$ cat config.mk
export PLATFORM = sky130hd
export DESIGN_NAME = sec_reg_filter
export DESIGN_NICKNAME = d
export VERILOG_FILES = /design/src/rtl/sec_filter_pkg.sv /design/src/rtl/sec_filter_decide.sv /design/src/rtl/sec_filter_regs.sv /design/src/rtl/sec_reg_filter.sv
export SDC_FILE = /design/constraint.sdc
export NUM_CORES = 1
export LEC_CHECK = 0
export ABC_AREA = 1
export BUFFER_PORTS_ARGS = -buffer_cell sky130_fd_sc_hd__buf_2
export CORE_MARGIN = 1
export CORE_UTILIZATION = 56
export DETAILED_ROUTE_END_ITERATION = 8
export PLACE_DENSITY = 0.75
export SETUP_SLACK_MARGIN = 0.3
export SLEW_MARGIN = 20
export SYNTH_ARGS = -nofsm -noshare
export SYNTH_HDL_FRONTEND = slang
export SYNTH_SLANG_ARGS = --single-unit
$ cat constraint.sdc
create_clock -name clk_i -period 3 [get_ports clk_i]
set_clock_uncertainty 0.05 [all_clocks]
set_input_delay 0.3 -clock clk_i [delete_from_list [all_inputs] [get_ports clk_i]]
set_output_delay 0.3 -clock clk_i [all_outputs]
set_load 0.1 [all_outputs]
$ cat src/rtl/sec_filter_pkg.sv
package sec_filter_pkg;
  typedef enum logic [1:0] {
    RGN_CTRL = 2'd0,
    RGN_CFG  = 2'd1,
    RGN_CNT  = 2'd2,
    RGN_NONE = 2'd3
  } region_e;

  typedef struct packed {
    logic cnt_sec_only;
    logic ns_open;
  } sec_ctl_t;

  localparam logic [1:0] RESP_OKAY = 2'b00;
endpackage

$ cat src/rtl/sec_filter_decide.sv
module sec_filter_decide
  import sec_filter_pkg::*;
#(
  parameter int IDX_W = 6,
  parameter int N_CFG = 2,
  parameter int N_CNT = 4
) (
  input  logic [IDX_W-1:0] idx_i,
  input  logic             aligned_i,
  input  logic             ns_i,
  input  sec_ctl_t         ctl_i,
  output region_e          region_o,
  output logic             allowed_o
);
  localparam int CFG_BASE = 2;
  localparam int CNT_BASE = CFG_BASE + N_CFG;
  localparam int END_IDX  = CNT_BASE + N_CNT;
  localparam logic [IDX_W-1:0] CFG_LO = IDX_W'(CFG_BASE);
  localparam logic [IDX_W-1:0] CNT_LO = IDX_W'(CNT_BASE);
  localparam logic [IDX_W-1:0] END_LO = IDX_W'(END_IDX);

  always_comb begin
    if (!aligned_i || idx_i >= END_LO) region_o = RGN_NONE;
    else if (idx_i >= CNT_LO)          region_o = RGN_CNT;
    else if (idx_i >= CFG_LO)          region_o = RGN_CFG;
    else                               region_o = RGN_CTRL;
  end

  always_comb begin
    unique case (region_o)
      RGN_CTRL: allowed_o = !ns_i;
      RGN_CFG:  allowed_o = !ns_i || ctl_i.ns_open;
      RGN_CNT:  allowed_o = !ns_i || !ctl_i.cnt_sec_only;
      default:  allowed_o = 1'b0;
    endcase
  end
endmodule

$ cat src/rtl/sec_filter_regs.sv
module sec_filter_regs
  import sec_filter_pkg::*;
#(
  parameter int IDX_W  = 6,
  parameter int DATA_W = 32,
  parameter int N_CFG  = 2,
  parameter int N_CNT  = 4
) (
  input  logic              clk_i,
  input  logic              rst_ni,
  input  logic              wr_en_i,
  input  logic [IDX_W-1:0]  idx_i,
  input  logic [DATA_W-1:0] wdata_i,
  output logic [DATA_W-1:0] rd_val_o,
  output sec_ctl_t          ctl_o
);
  localparam int CFG_BASE = 2;
  localparam int CNT_BASE = CFG_BASE + N_CFG;
  localparam logic [IDX_W-1:0] OVR_IDX = IDX_W'(0);
  localparam logic [IDX_W-1:0] CTL_IDX = IDX_W'(1);

  logic [DATA_W-1:0] ovr_q;
  sec_ctl_t          ctl_q;
  logic [DATA_W-1:0] cfg_q [N_CFG];
  logic [DATA_W-1:0] cnt_q [N_CNT];
  logic [N_CFG-1:0]  cfg_we;
  logic [N_CNT-1:0]  cnt_we;

  for (genvar g = 0; g < N_CFG; g++) begin : g_cfg_we
    assign cfg_we[g] = wr_en_i && (idx_i == IDX_W'(CFG_BASE + g));
  end
  for (genvar g = 0; g < N_CNT; g++) begin : g_cnt_we
    assign cnt_we[g] = wr_en_i && (idx_i == IDX_W'(CNT_BASE + g));
  end

  always_ff @(posedge clk_i or negedge rst_ni) begin
    if (!rst_ni) begin
      ovr_q <= '0;
      ctl_q <= '0;
      for (int i = 0; i < N_CFG; i++) cfg_q[i] <= '0;
      for (int i = 0; i < N_CNT; i++) cnt_q[i] <= '0;
    end else begin
      if (wr_en_i && idx_i == OVR_IDX) ovr_q <= wdata_i;
      if (wr_en_i && idx_i == CTL_IDX) ctl_q <= sec_ctl_t'(wdata_i[1:0]);
      for (int i = 0; i < N_CFG; i++) if (cfg_we[i]) cfg_q[i] <= wdata_i;
      for (int i = 0; i < N_CNT; i++) if (cnt_we[i]) cnt_q[i] <= wdata_i;
    end
  end

  always_comb begin
    rd_val_o = '0;
    if (idx_i == OVR_IDX) rd_val_o = ovr_q;
    if (idx_i == CTL_IDX) rd_val_o = {{(DATA_W-2){1'b0}}, ctl_q};
    for (int i = 0; i < N_CFG; i++)
      if (idx_i == IDX_W'(CFG_BASE + i)) rd_val_o = cfg_q[i];
    for (int i = 0; i < N_CNT; i++)
      if (idx_i == IDX_W'(CNT_BASE + i)) rd_val_o = cnt_q[i];
  end

  assign ctl_o = ctl_q;

  AST_CTL_ONLY_BY_WRITE: assert property (@(posedge clk_i) disable iff (!rst_ni)
    !$stable(ctl_q) |-> $past(wr_en_i && idx_i == CTL_IDX));
endmodule

$ cat src/rtl/sec_reg_filter.sv
module sec_reg_filter
  import sec_filter_pkg::*;
#(
  parameter int ADDR_W = 8,
  parameter int DATA_W = 32,
  parameter int N_CFG  = 2,
  parameter int N_CNT  = 4
) (
  input  logic              clk_i,
  input  logic              rst_ni,
  input  logic              req_valid_i,
  input  logic              req_write_i,
  input  logic [ADDR_W-1:0] req_addr_i,
  input  logic [DATA_W-1:0] req_wdata_i,
  input  logic [2:0]        req_prot_i,
  output logic              rsp_ready_o,
  output logic [DATA_W-1:0] rsp_rdata_o,
  output logic [1:0]        rsp_resp_o
);
  localparam int IDX_W = ADDR_W - 2;

  logic [IDX_W-1:0]  idx;
  logic              aligned;
  logic              req_ns;
  logic              unused_prot_bits;
  region_e           region;
  logic              allowed;
  sec_ctl_t          ctl;
  logic [DATA_W-1:0] rd_val;
  logic              ready_q;
  logic [DATA_W-1:0] rdata_q;

  assign idx              = req_addr_i[ADDR_W-1:2];
  assign aligned          = (req_addr_i[1:0] == 2'b00);
  assign req_ns           = req_prot_i[1];
  assign unused_prot_bits = req_prot_i[0] ^ req_prot_i[2];

  sec_filter_decide #(.IDX_W(IDX_W), .N_CFG(N_CFG), .N_CNT(N_CNT)) u_decide (
    .idx_i    (idx),
    .aligned_i(aligned),
    .ns_i     (req_ns),
    .ctl_i    (ctl),
    .region_o (region),
    .allowed_o(allowed)
  );

  sec_filter_regs #(.IDX_W(IDX_W), .DATA_W(DATA_W), .N_CFG(N_CFG), .N_CNT(N_CNT)) u_regs (
    .clk_i   (clk_i),
    .rst_ni  (rst_ni),
    .wr_en_i (req_valid_i && req_write_i && allowed),
    .idx_i   (idx),
    .wdata_i (req_wdata_i),
    .rd_val_o(rd_val),
    .ctl_o   (ctl)
  );

  always_ff @(posedge clk_i or negedge rst_ni) begin
    if (!rst_ni) begin
      ready_q <= 1'b0;
      rdata_q <= '0;
    end else begin
      ready_q <= req_valid_i;
      rdata_q <= (req_valid_i && !req_write_i && allowed) ? rd_val : '0;
    end
  end

  assign rsp_ready_o = ready_q;
  assign rsp_rdata_o = rdata_q;
  assign rsp_resp_o  = RESP_OKAY;

  AST_READY_AFTER_REQ: assert property (@(posedge clk_i) disable iff (!rst_ni)
    req_valid_i |=> rsp_ready_o);
  AST_NO_SPURIOUS_READY: assert property (@(posedge clk_i) disable iff (!rst_ni)
    !req_valid_i |=> !rsp_ready_o);
  AST_NS_CTRL_READ_ZERO: assert property (@(posedge clk_i) disable iff (!rst_ni)
    (req_valid_i && !req_write_i && req_ns && region == RGN_CTRL) |=> rsp_rdata_o == '0);
  AST_UNMAPPED_READ_ZERO: assert property (@(posedge clk_i) disable iff (!rst_ni)
    (req_valid_i && !req_write_i && region == RGN_NONE) |=> rsp_rdata_o == '0);
  AST_NS_CTL_KEPT: assert property (@(posedge clk_i) disable iff (!rst_ni)
    (req_valid_i && req_write_i && req_ns && idx == IDX_W'(1)) |=> $stable(ctl));
  AST_NS_OVR_KEPT: assert property (@(posedge clk_i) disable iff (!rst_ni)
    (req_valid_i && req_write_i && req_ns && aligned && idx == IDX_W'(0)) |=> $stable(u_regs.ovr_q));
endmodule

==> impl_metrics.env, run 1 <==
export IMPL_finish_instance_area_sq_um=13360
export IMPL_peakVddDrop_mv=0.4352
export IMPL_clockBufferDepth=3
export IMPL_yosys_warnings=0
export IMPL_antenna_cells=0
export IMPL_critPathKind="input port to register"
export IMPL_grtUsageTotal=0.3165
export IMPL_avgViaCountPerCell=5.472
export IMPL_holdBufCountCts=7
export IMPL_layout_drive_gt1_share=0.1299
export IMPL_synth_async_reset_ratio=1.000
export IMPL_pwr_share_clk=0.489
export IMPL_tns_ns=0
export IMPL_ant_nets=0
export IMPL_ys_flop_type="dfrtp_1"
export IMPL_cts_tree="built"
export IMPL_power_density_nw_per_um2=551.0
export IMPL_clk_pin_slew_ns=0.06
export IMPL_syn_area_sq_um=11630
export IMPL_start_util=0.5728
export IMPL_grt_pass1_wl_mm=52.56
export IMPL_cts_buffers=28
export IMPL_tightest_slew_ns=0.8825
export IMPL_worstPathMaxFanout=32
export IMPL_drt_pass1_iterations=6
export IMPL_hold_violations=0
export IMPL_route_detailed_drc=0
export IMPL_setup_viol=0
export IMPL_setup_ws_ns=0.6857
export IMPL_dieWidth_microns=146.1
export IMPL_placed_cell_area_sq_um=12330
export IMPL_cp_arrival_ns=2.73
export IMPL_maxCapViolations=0
export IMPL_dieArea_sq_um=21340
export IMPL_grt_setup_unrepaired="false"
export IMPL_synth_top_area_frac=0.5574
export IMPL_vias=10030
export IMPL_dp_slack_ns=0.1880
export IMPL_yosys_top_cells_area="dfrtp_1 (56%), nand2_1 (26%), nand3_1 (2.3%)"
export IMPL_fp_row_count=52
export IMPL_internal_power_mw=5.799
export IMPL_max_stage_delay_ns=0.64
export IMPL_status="complete, no violations"
export IMPL_yosysUniqueCellTypes=29
export IMPL_dr_first_iter_drc_count=1104
export IMPL_coreArea_sq_um=20300
export IMPL_postCtsSetupBuffers=0
export IMPL_endpoint_kind="register"
export IMPL_cts_resized=0
export IMPL_relSlewSlack=0.4108
export IMPL_seqPwrFrac=0.475
export IMPL_fill_cells=1711
export IMPL_period_needed_ns=2.314
export IMPL_max_freq_mhz=432.1
export IMPL_area_growth_pct=14.93
export IMPL_overflow=0
export IMPL_syn_inst=1475
export IMPL_h_tree_depth=1
export IMPL_avgSynthCellArea_sq_um=7.883
export IMPL_total_power_mw=7.363
export IMPL_hold_class="input port to register"
export IMPL_worstPathCellList="buf_2, inv_1, nand2_1, nor4_1, inv_1, nor2_1, ha_1, inv_1, a21oi_1, o21ai_1, and3_1, nand2_4, nor2_4, inv_2, nand2_1, nand2_1"
export IMPL_cp_slowest_cell="inv_2"
export IMPL_synth_common_cells="nand2_1 (790), dfrtp_1 (259), nand3_1 (53)"
export IMPL_leakage_nw=7.524
export IMPL_synth_edff_count=0
export IMPL_grt_antenna_before_repair=0
export IMPL_grt_max_degree=96
export IMPL_grt_pass1_vias=9847
export IMPL_cts_sinks=259
export IMPL_multi_input_area_sq_um=4571
export IMPL_fin_util=0.6583
export IMPL_post_route_period_util=0.7714
export IMPL_post_dp_hpwl_mm=18.30
export IMPL_combPwrFrac=0.036
export IMPL_clk_latency_ns=0.54
export IMPL_wl_mm=32.49
export IMPL_yosysMostFrequentCell="nand2_1"
export IMPL_wire_per_inst_microns=17.72
export IMPL_switchingPower_mw=1.564
export IMPL_start_kind="input port"
export IMPL_swShare=0.2124
export IMPL_io_pin_count=82
export IMPL_synth_seq_cells=259
export IMPL_nets=1595
export IMPL_regArea_sq_um=6481
export IMPL_fp_dieH_microns=146.1
export IMPL_synth_top_area_cell="dfrtp_1"
export IMPL_r2r_slack_ns=0.97
export IMPL_synth_seq_area_share=0.5574
export IMPL_place_congestion=0.8017
export IMPL_port_buffers=77
export IMPL_cts_root_buffer="clkbuf_16"
export IMPL_drv_slew=0
export IMPL_cp_data_required_time_ns=3.41
[worst max-delay path, delay by kind of cell]
family | cells | cell delay (ns)
AOI/OAI and AO/OA | 2 | 0.18
adders and majority gates | 1 | 0.18
buffers and inverters | 5 | 0.94
and+or+nand+nor | 8 | 1.12
[cell type report]
cell class | instances | area share
Clock inverter | 6 | 0.009738
Timing Repair Buffer | 119 | 0.05918
Sequential cell | 259 | 0.4850
Tap cell | 270 | 0.02528
Clock buffer | 42 | 0.06245
Inverter | 58 | 0.01629
Multi-Input combinational cell | 1079 | 0.3420
[power by group through the flow]
stage | logic (mW) | clock network [mW] | registers [mW]
4_1_cts | 0.265 | 3.64 | 3.50
3_3_place_gp | 0.255 | 0 | 3.56
2_1_floorplan | 0.0681 | 0 | 3.57
6_report | 0.263 | 3.60 | 3.50
5_1_grt | 0.292 | 3.79 | 3.49
3_5_place_dp | 0.256 | 0 | 3.56
[kinds of logic (layout without fill, tap and decap cells)]
| kind of cell | after synthesis | in the layout | synth area share |
|---|---|---|---|
| AND/OR/NAND/NOR | 959 | 959 | 0.3339 |
| flip-flops | 259 | 259 | 0.5574 |
| buffers and inverters | 138 | 225 | 0.05079 |
| AO/OA/AOI/OAI | 115 | 115 | 0.05434 |
| adder cells (fa/ha/maj) | 3 | 3 | 0.003229 |
| other | 1 | 2 | 0.0003225 |
[cells in the final DEF, fill, tap and decap left out, types with 7 or more instances in the layout]
| master | synthesis | routed |
|---|---|---|
| inv_2 | 12 | 12 |
| clkbuf_1 | 27 | 7 |
| nand2_1 | 790 | 789 |
| nand3_1 | 53 | 53 |
| buf_4 | 4 | 30 |
| inv_1 | 46 | 46 |
| nand4_1 | 7 | 7 |
| o211ai_1 | 19 | 19 |
| clkbuf_16 | 0 | 29 |
| nor2_2 | 6 | 7 |
| buf_2 | 46 | 76 |
| nor3_1 | 9 | 9 |
| o21ai_0 | 39 | 39 |
| a21oi_1 | 49 | 49 |
| or2_0 | 17 | 17 |
| or2_2 | 21 | 21 |
| dfrtp_1 | 259 | 259 |
| dlygate4sd3_1 | 0 | 7 |
| nor2_1 | 45 | 44 |
[metal layers]
| layer | GRT usage | up-vias | part of all wire |
|---|---|---|---|
| met3 | 0.04719 | 83 | 0.095 |
| met5 | 0 | - | 0 |
| met2 | 0.4981 | 484 | 0.46 |
| met4 | 0.1016 | 0 | 0.027 |
| met1 | 0.4555 | 4772 | 0.42 |
| li1 | - | 4691 | - |
[state kept, by name, summed over array words and instances, names as in the netlist]
name / count
rsp_rdata_o: 32
rsp_ready_o: 1
u_regs.cfg_q: 64
u_regs.cnt_q: 128
u_regs.ctl_o: 2
u_regs.ovr_q: 32
[metrics by stage]
stage          std cells  hold WS (ns)
2_1_floorplan       1476      -0.04559
3_3_place_gp        1778        0.3445
3_5_place_dp        1778        0.3351
4_1_cts             1833     0.0005661
5_1_grt             1833      0.002458
6_report            1833      0.008612
[worst paths after layout]
kind | from | endpoint | depth (start not counted)
worst max-delay path | req_addr_i[7] | u_regs.cnt_q[115] | 16
worst min-delay path | req_wdata_i[19] | u_regs.ovr_q[19] | 3
worst max register to register | u_regs.ctl_o[0] | u_regs.cnt_q[115] | 8
worst min register to register | u_regs.cnt_q[51] | u_regs.cnt_q[51] | 2
max in group asynchronous | rst_ni | u_regs.cfg_q[4] | 3
min in group asynchronous | rst_ni | u_regs.cnt_q[104] | 2
No activity file was read; power rests on OpenSTA's default activity.
==> inputs of run 2 (changes only) <==
--- a/config.mk
+++ b/config.mk
@@ -8,9 +8,9 @@
 export ABC_AREA = 1
 export BUFFER_PORTS_ARGS = -buffer_cell sky130_fd_sc_hd__buf_2
 export CORE_MARGIN = 1
-export CORE_UTILIZATION = 56
+export CORE_UTILIZATION = 55
 export DETAILED_ROUTE_END_ITERATION = 8
-export PLACE_DENSITY = 0.75
+export PLACE_DENSITY = 0.77
 export SETUP_SLACK_MARGIN = 0.3
 export SLEW_MARGIN = 20
 export SYNTH_ARGS = -nofsm -noshare
==> constraint.sdc (replaced) <==
create_clock -name clk_i -period 2 [get_ports clk_i]
set_clock_uncertainty 0.05 [all_clocks]
set_input_delay 0.2 -clock clk_i [delete_from_list [all_inputs] [get_ports clk_i]]
set_output_delay 0.2 -clock clk_i [all_outputs]
set_load 0.1 [all_outputs]
==> impl_metrics.env, run 2 (synthesis results as in run 1) <==
export IMPL_hold_class="input port to register"
export IMPL_worstHoldPathCells=4
export IMPL_peakVddDrop_mv=0.8009
export IMPL_worstPathCellList="buf_6, inv_4, nand2_4, nor4_4, inv_2, nor2_4, inv_2, ha_4, inv_2, a21oi_2, o21ai_1, and3_4, nand2_8, buf_4, nor2_4, buf_12, nand2_1, nand2_1"
export IMPL_worstPathMaxFanout=32
export IMPL_io_pin_count=82
export IMPL_hold_violations=0
export IMPL_grt_pass1_vias=10540
export IMPL_worst_path_most_repeated_cell="inv_2"
export IMPL_start_kind="input port"
export IMPL_clk_pin_slew_ns=0.06
export IMPL_dr_first_iter_drc_count=1389
export IMPL_dp_slack_ns=-0.4492
export IMPL_post_dp_hpwl_mm=20.87
export IMPL_grt_antenna_before_repair=0
export IMPL_antenna_cells=0
export IMPL_holdWs_ns=0.07553
export IMPL_wl_mm=42.77
export IMPL_setup_viol=5
export IMPL_coreArea_sq_um=20490
export IMPL_cts_sinks=259
export IMPL_status="complete, but fails checks"
export IMPL_path_buf_inv=7
export IMPL_reg_top3="u_regs.cnt_q x128, u_regs.cfg_q x64"
export IMPL_dieWidth_microns=147.4
export IMPL_dieArea_sq_um=21730
export IMPL_power_density_nw_per_um2=699.6
export IMPL_grt_setup_unrepaired="true"
export IMPL_path_delay_family="simple AND/OR/NAND/NOR gates"
export IMPL_crit_cells=18
export IMPL_max_freq_mhz=494.1
export IMPL_cp_slowest_cell="nor4_4"
export IMPL_clk_latency_ns=0.54
export IMPL_leakage_nw=8.622
export IMPL_fill_cells=1180
export IMPL_largest_register="u_regs.cnt_q"
export IMPL_overflow=0
export IMPL_violations="setup timing"
export IMPL_grt_pass1_wl_mm=55.19
export IMPL_layout_drive_gt1_share=0.3026
export IMPL_wire_per_inst_microns=22.02
export IMPL_ant_nets=0
export IMPL_start_util=0.5673
export IMPL_h_tree_depth=1
export IMPL_fp_row_count=52
export IMPL_place_congestion=0.8518
export IMPL_nets=1703
export IMPL_setup_ws_ns=-0.02389
export IMPL_layout_commonest_cell="nand2_1"
export IMPL_period_needed_ns=2.024
export IMPL_port_buffers=77
export IMPL_drv_slew=0
export IMPL_endpoint_kind="register"
export IMPL_total_power_mw=11.19
export IMPL_vias=11740
export IMPL_post_route_period_util=1.012
export IMPL_largest_register_ff_count=128
export IMPL_max_stage_delay_ns=0.29
export IMPL_cts_tree="built"
export IMPL_relSlewSlack=0.6433
export IMPL_cp_arrival_ns=2.44
export IMPL_ff2ff_path_depth=8
export IMPL_maxCapViolations=0
export IMPL_cp_data_required_time_ns=2.41
export IMPL_clockBufferDepth=3
export IMPL_cts_buffers=27
export IMPL_tightest_slew_ns=0.5350
export IMPL_grtUsageTotal=0.3277
export IMPL_grt_max_degree=66
export IMPL_avgViaCountPerCell=6.043
export IMPL_mostFrequentLayoutCells="nand2_1 (608), dfrtp_1 (259), nand2_2 (119), buf_2 (73), nand2_4 (63)"
export IMPL_fp_dieH_microns=147.4
export IMPL_cts_root_buffer="clkbuf_16"
export IMPL_drt_pass1_iterations=8
export IMPL_critPathKind="input port to register"
export IMPL_route_detailed_drc=0
export IMPL_area_growth_pct=37.59
[run 2: cell count changes in the layout (fill, tap and decap cells not counted), sizes merged]
cell         change
buf             +67
clkinvlp         +3
clkbuf           +5
bufinv           +1
inv              -2
nand2            +1
dlygate4sd3     +27
clkinv           +7
[run 2: area by class of cell]
| type | instances | area (sq um) | share of cell area |
|---|---|---|---|
| clock buffers | 33 | 728.2 | 0.04552 |
| clock inverters | 15 | 207.7 | 0.01298 |
| well taps | 270 | 337.8 | 0.02112 |
| inverters | 58 | 250.2 | 0.01564 |
| repair buffers | 227 | 2462 | 0.1539 |
| multi-input cells | 1080 | 5530 | 0.3457 |
| flip-flops and latches | 259 | 6481 | 0.4051 |
[run 2: metrics by stage]
stage / setup TNS [ns] / std cells / util / area, sq um
global route: -5.145 / 1942 / 0.7806 / 16000
CTS: 0 / 1918 / 0.7128 / 14610
global placement: -89.59 / 1821 / 0.6341 / 13000
finish: -0.06291 / 1942 / 0.7806 / 16000
detailed placement: -96.84 / 1821 / 0.6341 / 13000
floorplan: -27.48 / 1476 / - / 11880
[run 2: routing by layer]
| metal | wire length [microns] | vias up | global-route usage |
|---|---|---|---|
| li1 | - | 4939 | - |
| met1 | 14860 | 5489 | 0.4509 |
| met2 | 19390 | 1004 | 0.5292 |
| met3 | 5484 | 303 | 0.05586 |
| met4 | 3036 | 0 | 0.1124 |
| met5 | 0 | - | 0 |
[run 2: where the power goes]
part           total, mW  internal [mW]  switching, mW
logic              0.536          0.162          0.374
registers           5.24           5.24        0.00104
clock network       5.42           3.23           2.19
total               11.2           8.63           2.56
[run 2: worst register-to-register path, delay by kind of cell (launching register included)]
family | cells | cell delay [ns]
compound gates | 1 | 0.14
buf+inv | 2 | 0.41
flops | 1 | 0.41
simple gates | 5 | 0.73
[run 2: worst paths after layout]
| check | startpoint | end | slack (ns) |
|---|---|---|---|
| min in group asynchronous | rst_ni | u_regs.cfg_q[8] | 0.17 |
| max in group asynchronous | rst_ni | u_regs.cnt_q[115] | 1.06 |
| min reg2reg | u_regs.cnt_q[42] | u_regs.cnt_q[42] | 0.41 |
| min | req_write_i | u_regs.ctl_o[0] | 0.08 |
| max | req_addr_i[6] | u_regs.ovr_q[20] | -0.02 |
| max reg2reg | u_regs.ctl_o[1] | u_regs.ovr_q[20] | 0.19 |
[run 2: repair_timing]
action	4_1_cts	5_1_grt
pin swaps	6	61
gates resized for setup	48	300
setup buffers	12	7
cloned	3	17
setup endpoints to repair	255	258
hold buffers	34	0
hold endpoints to repair	286	0
